--- config.mk ---
export PLATFORM = sky130hd
export DESIGN_NAME = smbus_host_cmd
export DESIGN_NICKNAME = d
export VERILOG_FILES = /design/src/rtl/smbh_pkg.sv /design/src/rtl/smbh_engine.sv /design/src/rtl/smbh_status.sv /design/src/rtl/smbh_regs.sv /design/src/rtl/smbus_host_cmd.sv
export SDC_FILE = /design/constraint.sdc
export NUM_CORES = 1
export LEC_CHECK = 0
export BUFFER_PORTS_ARGS = -buffer_cell sky130_fd_sc_hd__clkbuf_2
export CAP_MARGIN = 5
export CORE_MARGIN = 3
export CORE_UTILIZATION = 53
export DETAILED_ROUTE_END_ITERATION = 6
export PLACE_DENSITY_LB_ADDON = 0.05
export SETUP_SLACK_MARGIN = 0.1
export SLEW_MARGIN = 15
export SYNTH_ARGS = -nofsm -noshare
export SYNTH_HDL_FRONTEND = slang
export SYNTH_SLANG_ARGS = --single-unit
--- constraint.sdc ---
create_clock -name clk -period 2 [get_ports clk]
set_input_delay 0.4 -clock clk [delete_from_list [all_inputs] [get_ports clk]]
set_output_delay 0.4 -clock clk [all_outputs]
set_load 0.01 [all_outputs]
--- src/rtl/smbh_pkg.sv ---
package smbh_pkg;
  localparam int REG_AW = 6;

  localparam logic [REG_AW-1:0] OFS_STAT  = 6'h00;
  localparam logic [REG_AW-1:0] OFS_CTL   = 6'h02;
  localparam logic [REG_AW-1:0] OFS_CMD   = 6'h03;
  localparam logic [REG_AW-1:0] OFS_TADDR = 6'h04;
  localparam logic [REG_AW-1:0] OFS_D0    = 6'h05;
  localparam logic [REG_AW-1:0] OFS_D1    = 6'h06;
  localparam logic [REG_AW-1:0] OFS_BLK   = 6'h07;
  localparam logic [REG_AW-1:0] OFS_AUX   = 6'h0D;

  // status bit positions
  localparam int SB_BUSY   = 0;
  localparam int SB_DONE   = 1;
  localparam int SB_DEVERR = 2;
  localparam int SB_FAILED = 4;

  // control bit positions
  localparam int CB_IE    = 0;
  localparam int CB_KILL  = 1;
  localparam int CB_START = 6;

  typedef enum logic [2:0] {
    PR_QUICK     = 3'd0,
    PR_BYTE      = 3'd1,
    PR_BYTE_DATA = 3'd2,
    PR_WORD      = 3'd3,
    PR_PCALL     = 3'd4,
    PR_BLOCK     = 3'd5,
    PR_I2C_BRD   = 3'd6,
    PR_RSVD      = 3'd7
  } proto_e;

  typedef enum logic [1:0] {
    EN_IDLE  = 2'd0,
    EN_ISSUE = 2'd1,
    EN_WAIT  = 2'd2
  } eng_st_e;
endpackage

--- src/rtl/smbh_engine.sv ---
module smbh_engine
  import smbh_pkg::*;
(
  input  logic        clk,
  input  logic        rst_n,
  input  logic        start_req,
  input  logic        kill_req,
  input  logic [2:0]  proto_i,
  input  logic        dir_rd,
  input  logic        dev_err_now,
  input  logic        rsp_valid,
  input  logic        rsp_err,
  input  logic [15:0] rsp_data,
  output logic        req_valid,
  output logic [2:0]  req_proto,
  output logic        req_rd,
  output logic        busy,
  output logic        evt_done,
  output logic        evt_dev_err,
  output logic        evt_failed,
  output logic        ld_lo,
  output logic        ld_hi,
  output logic [15:0] ld_val
);
  eng_st_e st_q, st_d;
  proto_e  proto_q, proto_d;
  logic    rd_q, rd_d;
  logic    reject;

  assign reject = dev_err_now || (proto_i == PR_RSVD) ||
                  ((proto_i == PR_I2C_BRD) && !dir_rd);

  always_comb begin
    st_d        = st_q;
    proto_d     = proto_q;
    rd_d        = rd_q;
    evt_done    = 1'b0;
    evt_dev_err = 1'b0;
    evt_failed  = 1'b0;
    ld_lo       = 1'b0;
    ld_hi       = 1'b0;
    if (kill_req) begin
      st_d       = EN_IDLE;
      evt_failed = 1'b1;
    end else begin
      case (st_q)
        EN_IDLE: begin
          if (start_req) begin
            if (reject) begin
              evt_dev_err = 1'b1;
            end else begin
              st_d    = EN_ISSUE;
              proto_d = proto_e'(proto_i);
              rd_d    = dir_rd;
            end
          end
        end
        EN_ISSUE: st_d = EN_WAIT;
        EN_WAIT: begin
          if (rsp_valid) begin
            st_d = EN_IDLE;
            if (rsp_err) begin
              evt_dev_err = 1'b1;
            end else begin
              evt_done = 1'b1;
              case (proto_q)
                PR_BYTE, PR_BYTE_DATA, PR_BLOCK, PR_I2C_BRD: ld_lo = rd_q;
                PR_WORD: begin
                  ld_lo = rd_q;
                  ld_hi = rd_q;
                end
                PR_PCALL: begin
                  ld_lo = 1'b1;
                  ld_hi = 1'b1;
                end
                default: ;
              endcase
            end
          end
        end
        default: st_d = EN_IDLE;
      endcase
    end
  end

  always_ff @(posedge clk or negedge rst_n) begin
    if (!rst_n) begin
      st_q    <= EN_IDLE;
      proto_q <= PR_QUICK;
      rd_q    <= 1'b0;
    end else begin
      st_q    <= st_d;
      proto_q <= proto_d;
      rd_q    <= rd_d;
    end
  end

  assign req_valid = (st_q == EN_ISSUE);
  assign busy      = (st_q != EN_IDLE);
  assign req_proto = proto_q;
  assign req_rd    = rd_q;
  assign ld_val    = rsp_data;

  AST_REQ_SINGLE: assert property (@(posedge clk) disable iff (!rst_n)
    req_valid |=> !req_valid);
  AST_REQ_BUSY: assert property (@(posedge clk) disable iff (!rst_n)
    req_valid |-> busy);
  AST_KILL_IDLE: assert property (@(posedge clk) disable iff (!rst_n)
    kill_req |=> !busy);
  AST_ERR_NO_REQ: assert property (@(posedge clk) disable iff (!rst_n)
    (start_req && dev_err_now) |=> !req_valid);
endmodule

--- src/rtl/smbh_status.sv ---
module smbh_status
  import smbh_pkg::*;
(
  input  logic       clk,
  input  logic       rst_n,
  input  logic       wr_stat,
  input  logic [7:1] wbits,
  input  logic       busy,
  input  logic       ie,
  input  logic       evt_done,
  input  logic       evt_dev_err,
  input  logic       evt_failed,
  output logic [7:0] stat,
  output logic       irq
);
  logic [7:1] flags_q, flags_d, set_v, clr_v;
  logic       flags_en;

  always_comb begin
    set_v            = '0;
    set_v[SB_DONE]   = evt_done;
    set_v[SB_DEVERR] = evt_dev_err;
    set_v[SB_FAILED] = evt_failed;
    clr_v            = wr_stat ? wbits : '0;
    flags_d          = (flags_q & ~clr_v) | set_v;
    flags_en         = wr_stat | evt_done | evt_dev_err | evt_failed;
  end

  always_ff @(posedge clk or negedge rst_n) begin
    if (!rst_n)        flags_q <= '0;
    else if (flags_en) flags_q <= flags_d;
  end

  assign stat = {flags_q, busy};
  assign irq  = ie & (|flags_q);

  AST_DONE_SET: assert property (@(posedge clk) disable iff (!rst_n)
    evt_done |=> stat[SB_DONE]);
  AST_FAILED_SET: assert property (@(posedge clk) disable iff (!rst_n)
    evt_failed |=> stat[SB_FAILED]);
  AST_DEVERR_STICKY: assert property (@(posedge clk) disable iff (!rst_n)
    (stat[SB_DEVERR] && !wr_stat) |=> stat[SB_DEVERR]);
endmodule

--- src/rtl/smbh_regs.sv ---
module smbh_regs
  import smbh_pkg::*;
#(
  parameter int BUF_DEPTH = 32,
  parameter int IDX_W     = $clog2(BUF_DEPTH)
) (
  input  logic              clk,
  input  logic              rst_n,
  input  logic              wr_en,
  input  logic [REG_AW-1:0] waddr,
  input  logic [7:0]        wdata,
  input  logic              kill_req,
  input  logic              ld_lo,
  input  logic              ld_hi,
  input  logic [15:0]       ld_val,
  output logic [4:0]        ctl_q,
  output logic [7:0]        cmd_q,
  output logic [7:0]        taddr_q,
  output logic [7:0]        d0_q,
  output logic [7:0]        d1_q,
  output logic [7:0]        blk_q,
  output logic [1:0]        aux_q,
  output logic [IDX_W-1:0]  buf_idx
);
  localparam logic [IDX_W-1:0] IDX_LAST = IDX_W'(BUF_DEPTH - 1);

  logic wr_ctl, wr_cmd, wr_ta, wr_d0, wr_d1, wr_blk, wr_aux;
  logic en_d0, en_d1, en_idx;
  logic [7:0]       d0_d, d1_d;
  logic [IDX_W-1:0] idx_d;

  always_comb begin
    wr_ctl = wr_en && (waddr == OFS_CTL);
    wr_cmd = wr_en && (waddr == OFS_CMD);
    wr_ta  = wr_en && (waddr == OFS_TADDR);
    wr_d0  = wr_en && (waddr == OFS_D0);
    wr_d1  = wr_en && (waddr == OFS_D1);
    wr_blk = wr_en && (waddr == OFS_BLK);
    wr_aux = wr_en && (waddr == OFS_AUX);
    en_d0  = wr_d0 | ld_lo;
    en_d1  = wr_d1 | ld_hi;
    d0_d   = ld_lo ? ld_val[7:0]  : wdata;
    d1_d   = ld_hi ? ld_val[15:8] : wdata;
    en_idx = kill_req | wr_blk;
    if (kill_req)               idx_d = '0;
    else if (buf_idx == IDX_LAST) idx_d = '0;
    else                        idx_d = buf_idx + 1'b1;
  end

  always_ff @(posedge clk or negedge rst_n) begin
    if (!rst_n) begin
      ctl_q   <= '0;
      cmd_q   <= '0;
      taddr_q <= '0;
      d0_q    <= '0;
      d1_q    <= '0;
      blk_q   <= '0;
      aux_q   <= '0;
      buf_idx <= '0;
    end else begin
      if (wr_ctl) ctl_q   <= wdata[4:0];
      if (wr_cmd) cmd_q   <= wdata;
      if (wr_ta)  taddr_q <= wdata;
      if (en_d0)  d0_q    <= d0_d;
      if (en_d1)  d1_q    <= d1_d;
      if (wr_blk) blk_q   <= wdata;
      if (wr_aux) aux_q   <= wdata[1:0];
      if (en_idx) buf_idx <= idx_d;
    end
  end

  AST_IDX_KILL: assert property (@(posedge clk) disable iff (!rst_n)
    kill_req |=> (buf_idx == '0));
  AST_IDX_HOLD: assert property (@(posedge clk) disable iff (!rst_n)
    (!wr_blk && !kill_req) |=> $stable(buf_idx));
endmodule

--- src/rtl/smbus_host_cmd.sv ---
module smbus_host_cmd
  import smbh_pkg::*;
#(
  parameter int BUF_DEPTH = 32,
  parameter int IDX_W     = $clog2(BUF_DEPTH)
) (
  input  logic              clk,
  input  logic              rst_n,
  input  logic              wr_en,
  input  logic [REG_AW-1:0] waddr,
  input  logic [7:0]        wdata,
  input  logic [REG_AW-1:0] raddr,
  output logic [7:0]        rdata,
  output logic              irq,
  output logic              req_valid,
  output logic [6:0]        req_taddr,
  output logic              req_rd,
  output logic [7:0]        req_cmd,
  output logic [15:0]       req_wdata,
  output logic [2:0]        req_proto,
  input  logic              rsp_valid,
  input  logic              rsp_err,
  input  logic [15:0]       rsp_rdata,
  output logic [IDX_W-1:0]  buf_idx
);
  logic        wr_ctl, wr_stat, start_req, kill_req;
  logic        busy, evt_done, evt_dev_err, evt_failed;
  logic        ld_lo, ld_hi;
  logic [15:0] ld_val;
  logic [4:0]  ctl_q;
  logic [7:0]  cmd_q, taddr_q, d0_q, d1_q, blk_q, stat;
  logic [1:0]  aux_q;

  assign wr_ctl    = wr_en && (waddr == OFS_CTL);
  assign wr_stat   = wr_en && (waddr == OFS_STAT);
  assign start_req = wr_ctl && wdata[CB_START];
  assign kill_req  = wr_ctl && wdata[CB_KILL];

  smbh_engine u_eng (
    .clk         (clk),
    .rst_n       (rst_n),
    .start_req   (start_req),
    .kill_req    (kill_req),
    .proto_i     (wdata[4:2]),
    .dir_rd      (taddr_q[0]),
    .dev_err_now (stat[SB_DEVERR]),
    .rsp_valid   (rsp_valid),
    .rsp_err     (rsp_err),
    .rsp_data    (rsp_rdata),
    .req_valid   (req_valid),
    .req_proto   (req_proto),
    .req_rd      (req_rd),
    .busy        (busy),
    .evt_done    (evt_done),
    .evt_dev_err (evt_dev_err),
    .evt_failed  (evt_failed),
    .ld_lo       (ld_lo),
    .ld_hi       (ld_hi),
    .ld_val      (ld_val)
  );

  smbh_status u_stat (
    .clk         (clk),
    .rst_n       (rst_n),
    .wr_stat     (wr_stat),
    .wbits       (wdata[7:1]),
    .busy        (busy),
    .ie          (ctl_q[CB_IE]),
    .evt_done    (evt_done),
    .evt_dev_err (evt_dev_err),
    .evt_failed  (evt_failed),
    .stat        (stat),
    .irq         (irq)
  );

  smbh_regs #(.BUF_DEPTH(BUF_DEPTH), .IDX_W(IDX_W)) u_regs (
    .clk      (clk),
    .rst_n    (rst_n),
    .wr_en    (wr_en),
    .waddr    (waddr),
    .wdata    (wdata),
    .kill_req (kill_req),
    .ld_lo    (ld_lo),
    .ld_hi    (ld_hi),
    .ld_val   (ld_val),
    .ctl_q    (ctl_q),
    .cmd_q    (cmd_q),
    .taddr_q  (taddr_q),
    .d0_q     (d0_q),
    .d1_q     (d1_q),
    .blk_q    (blk_q),
    .aux_q    (aux_q),
    .buf_idx  (buf_idx)
  );

  assign req_taddr = taddr_q[7:1];
  assign req_cmd   = cmd_q;
  assign req_wdata = {d1_q, d0_q};

  always_comb begin
    case (raddr)
      OFS_STAT:  rdata = stat;
      OFS_CTL:   rdata = {3'b000, ctl_q};
      OFS_CMD:   rdata = cmd_q;
      OFS_TADDR: rdata = taddr_q;
      OFS_D0:    rdata = d0_q;
      OFS_D1:    rdata = d1_q;
      OFS_BLK:   rdata = blk_q;
      OFS_AUX:   rdata = {6'd0, aux_q};
      default:   rdata = 8'h00;
    endcase
  end

  AST_BUSY_KEPT: assert property (@(posedge clk) disable iff (!rst_n)
    (busy && wr_stat && !kill_req && !rsp_valid) |=> stat[SB_BUSY]);
  AST_IRQ_GATED: assert property (@(posedge clk) disable iff (!rst_n)
    !ctl_q[CB_IE] |-> !irq);
endmodule

======== Word level (Yosys, flattened, before mapping) ========
Cells that the tools add are included.
word-level totals
  register bits after elaboration ......... 65
  input port bits ......................... 41
  output and inout bits ................... 50
  word-level logic and storage cells ...... 107
cells by class
  $add $sub $neg .......................... 1
  eq/ne operators ......................... 28
  mux-type cells .......................... 32
  bitwise operators ....................... 12
  reductions and logical operators ........ 22
operators with widths
  operator             number
  $pmux 8 s8           1
  $eq 6x3->1 const B   8
  $eq 6x2->1 const B   4
  $mux 1               18
  $mux 8               2
  $eq 3x3->1 const B   5
  $eq 6x4->1 const B   2
  $logic_not 6->1      2
  $logic_and 1x1->1    11
  $mux 5               2
  $ne 3x2->1 const B   3
  $mux 2               4
  $and 7x7->7          1
  $mux 7               1
  $not 7->7            1
  $or 7x4->7           1
  $reduce_or 7->1      1
  $eq 3x2->1 const B   2
  $or 1x1->1           6
  $pmux 1 s2           3
  $pmux 2 s3           1
  $add 5x1->5 const B  1
  $eq 5x5->1 const B   1
  $reduce_or 5->1      1
  other kinds (11)     13

======== Depth between registers and ports, before layout ========
  word-level depth ........................ 9
  mapped depth ............................ 7
  depth with buffers taken out ............ 6

======== Modules after synthesis ========
Synthesis repeated with hierarchy kept, for this count alone.
unflattened totals
  cells, all modules ...................... 332
  area, all modules ....................... 3607.2 µm²
modules (own cells, without submodules)
  module          times used  cells each  area an instance (µm²)  sequential area each (µm²)
  smbh_regs       1           197         2312.2                  1301.2
  smbus_host_cmd  1           60          533.0                   0.0
  smbh_engine     1           54          496.7                   150.1
  smbh_status     1           21          265.3                   175.2

======== Worst setup path after synthesis ========
No wires, ideal clock.
  path kind ............................... input port to flip-flop
  start point ............................. input port waddr[2]
  end point ............................... register u_eng.proto_q[0] (netlist: u_eng.req_proto[0])
  setup time .............................. 0.125 ns
  arrival time ............................ 2.028 ns
  data required time ...................... 1.875 ns
  path slack .............................. -0.153 ns
  stages on the path ...................... 5
  path buffers ............................ 1
  cells stage by stage .................... or4b_4 > or2_0 > buf_2 > nor4_4 > mux2_2
between the ends
  word-level cells in the longest chain between the ends .. 5
  elaborated cells between the ends (all ways) .. 6
  classes of those cells .................. eq/ne: 1; bitwise: 1; reduce/logical: 4
ends and longest elaborated chain
  element                       RTL line              RTL
  start: declaration            smbus_host_cmd.sv:10  input logic [REG_AW-1:0] waddr,
  $eq 6x2->1 *                  smbus_host_cmd.sv:34  assign wr_ctl = wr_en && (waddr == OFS_CTL);
  $logic_and 1x1->1 *           smbus_host_cmd.sv:34
  $logic_and 1x1->1             smbus_host_cmd.sv:37  assign kill_req = wr_ctl && wdata[CB_KILL];
  $not 1->1 (no line)           --
  $reduce_and 4->1 (no line) *  --
  end signal: assignment        smbh_engine.sv:93     proto_q <= proto_d;
  end: declaration              smbh_engine.sv:26     proto_e proto_q, proto_d;
Mark *: on every way between the ends. The rest lies on a longest branch, timed or not.
A chain may end at the register's enable or synchronous reset.

======== Final worst setup path ========
  start point ............................. register u_regs.blk_q[7]
  end point ............................... output port rdata[7]
between the ends
  word-level cells in the longest chain between the ends .. 1
ends and longest elaborated chain
  element                   RTL line               RTL
  start: declaration        smbh_regs.sv:21        output logic [7:0] blk_q,
  start signal: assignment  smbh_regs.sv:66        if (wr_blk) blk_q <= wdata;
  $pmux 8 s8                smbus_host_cmd.sv:101  case (raddr)
  end: declaration          smbus_host_cmd.sv:13   output logic [7:0] rdata,
No other way between the ends.

==> impl_metrics.json <==
{
  "synth-seq-area-share_pct": 47.8,
  "cts_tree": "done",
  "drt-total-wl_um": 9690,
  "grt_pass1_vias": 3053,
  "synthArstFlopShare_pct": 100,
  "drt_iter0_markers": 202,
  "clkLatencyLatePin_ns": 0.34,
  "rsz0062_at_grt": "true",
  "required_ns": 1.60,
  "grtUsageTotal_pct": 27.1,
  "max_freq_ghz": 0.508,
  "synth_area_leaders": "dfrtp_1 48%, mux2_2 14%, nand2_1 4.7%, mux4_2 4.0%, mux2i_1 3.8%",
  "syn_area_per_cell_um2": 11.0,
  "h-tree-depth": 3,
  "fp.coreArea_um2": 6060,
  "setup_violations": 0,
  "cts_buffers": 9,
  "arrival_ns": 1.57,
  "synthesis.nets": 354,
  "overflow": 0,
  "routed_via_density": 5.74,
  "diodes": 0,
  "post-route-drc-count": 0,
  "clkTransAtPathRegs_ns": 0.08,
  "antenna_found_initial": 0,
  "grt_max_degree": 66,
  "p_int_mw": 2.54,
  "ir_drop_mv": 0.675,
  "synthesis.area_um2": 3400,
  "first_pass_iters": 4,
  "skew_ns": 0.00927,
  "stdcell_count": 527,
  "nets": 492,
  "synth_warnings": 0,
  "synth_top_area_share_pct": 47.8,
  "p_seq_share_pct": 44.2,
  "leakage_nw": 2.37,
  "path_class": "reg -> out",
  "wl_per_cell_um": 18.4,
  "gp_congestion": 0.886,
  "drive_above_1_share_pct": 51.3,
  "fp.dieW_um": 86.1,
  "ys_ff_latch": 65,
  "num_vias": 3025,
  "yosys-top-cells-count": "65 x dfrtp_1, 43 x nand2_1, 42 x mux2_2, 15 x clkbuf_1, 15 x o21ai_0",
  "min_path_type": "in -> async",
  "p_clk_share_pct": 35.2,
  "postCtsHoldBufs": 0,
  "port_buffers": 90,
  "startpoint_type": "flop",
  "status": "complete, no violations",
  "cap_violations": 0,
  "start_util_pct": 56.2,
  "swShare_pct": 27.5,
  "combPwrFrac_pct": 20.6,
  "dpl-instance-area_um2": 4160,
  "path_max_fanout": 2,
  "synth_edf_count": 0,
  "rows": 28,
  "finalHoldViolCount": 0,
  "worstMarginPinSlew_ns": 0.337,
  "fp.dieH_um": 86.1,
  "drv_slew": 0,
  "cts_sinks": 65,
  "postRouteAntennaNets": 0,
  "grt_pass1_wl_um": 15300,
  "cts_buffer_depth": 2,
  "power_mw": 3.50,
  "power.density_nw_per_um2": 757,
  "dpl.cell_count": 489,
  "final_area_um2": 4630,
  "synthFlopType": "dfrtp_1",
  "synth_top_area_cell": "dfrtp_1",
  "die_area_um2": 7420,
  "rr_worst_depth": 5,
  "synth_cells": 309,
  "slew_headroom_pct": 77.2,
  "root_buffer": "clkbuf_8",
  "p_switching_mw": 0.963,
  "synth_cell_types": 45,
  "synthMostInstantiatedCell": "dfrtp_1",
  "syn_to_final_growth_pct": 35.9,
  "endpoint_kind": "output pin",
  "post-route-period-util_pct": 98.4,
  "fin_crit_ns": 1.97,
  "ios": 91,
  "dpl.hpwl_um": 6830
}
## repair_timing
| item | 4_1_cts | 5_1_grt |
|---|---|---|
| endpoints found under the setup margin | 8 | 13 |
| buffers inserted | 15 | 7 |
| pin swaps | 3 | 3 |
| resized for setup | 5 | 25 |
## state kept, by name, indices dropped and copies added (netlist names)
signal	flops
u_eng.st_q	2
u_regs.buf_idx	5
u_regs.aux_q	2
u_regs.cmd_q	8
u_regs.blk_q	8
u_regs.taddr_q	8
u_regs.d0_q	8
u_stat.flags_q	7
u_eng.req_proto	3
u_eng.req_rd	1
u_regs.ctl_q	5
u_regs.d1_q	8
## power by group through the flow
stage	Combinational, mW	Sequential [mW]	Clock, mW
global route	0.783	1.56	1.31
floorplan	0.272	1.60	0
detailed placement	0.598	1.58	0
finish	0.719	1.55	1.23
global placement	0.584	1.58	0
CTS	0.677	1.55	1.24
## critical path, stage by stage, from the launching register on
cell,delay (ns)
dfrtp_1,0.39
mux4_2,0.50
nor2b_1,0.13
nor3_1,0.05
buf_2,0.14
## layer usage
layer / global-route usage (%) / wire length [um] / vias up
met2: 42.3 / 4770 / 91
met5: 0 / 0 / -
met4: 10.5 / 164 / 0
met1: 37.7 / 4160 / 1516
met3: 5.09 / 591 / 14
li1: - / - / 1404
## layout by cell type (no fill, tap or decap), types with 4 or more instances in the layout
cell	instances
a21boi_0	5
a21oi_1	9
a221oi_1	4
buf_2	5
buf_4	55
clkbuf_2	83
clkbuf_8	9
dfrtp_1	63
mux2_2	38
mux2_4	4
mux2i_1	13
mux4_2	6
nand2_1	43
nand3b_1	4
nor2_1	13
nor2b_1	7
nor3_1	12
o21ai_0	14
## cells by family (layout without fill, tap and decap cells)
group	count (synthesis)	after routing	synth area share [%]
adder cells (fa/ha/maj)	4	4	1.47
buffers and inverters	23	166	2.61
multiplexers	61	61	21.7
AO/OA/AOI/OAI	47	47	8.86
flip-flops	65	65	47.8
AND/OR/NAND/NOR	109	109	17.6
## area by class of cell
cell class	instances	area (um2)
timing repair buffer	147	912
tap	75	93.8
multi-input combinational	221	1760
fill	442	1440
inverter	3	11.3
clock buffer	9	124
sequential	65	1630
clock inverter	7	95.1
## final timing paths
check | startpoint | to | slack [ns]
min reg2reg | u_regs.blk_q[1]$_DFFE_PN0P_ | u_regs.blk_q[1]$_DFFE_PN0P_ | 0.49
min | rst_n | u_stat.flags_q[1]$_DFFE_PN0P_ | 0.07
max | u_regs.blk_q[7]$_DFFE_PN0P_ | rdata[7] | 0.03
min in group clk | rsp_rdata[15] | u_regs.d1_q[7]$_DFFE_PN0P_ | 0.26
max reg2reg | u_regs.buf_idx[0]$_DFFE_PN0P_ | u_regs.buf_idx[2]$_DFFE_PN0P_ | 0.19
max in group asynchronous | rst_n | u_eng.st_q[0]$_DFFE_PN0P_ | 1.63
## through the flow
step | utilization [%] | TNS, ns | hold slack (ns) | setup WS, ns
2_1_floorplan | - | -0.444 | 0.104 | -0.111
3_3_place_gp | 68.7 | -1.85 | 0.447 | -0.175
3_5_place_dp | 68.7 | -2.56 | 0.447 | -0.232
4_1_cts | 74.4 | 0 | 0.0836 | 0.0531
5_1_grt | 76.3 | -0.00333 | 0.0878 | -0.00333
6_report | 76.3 | 0 | 0.0706 | 0.0329
Power figures use the tool's default switching activity.
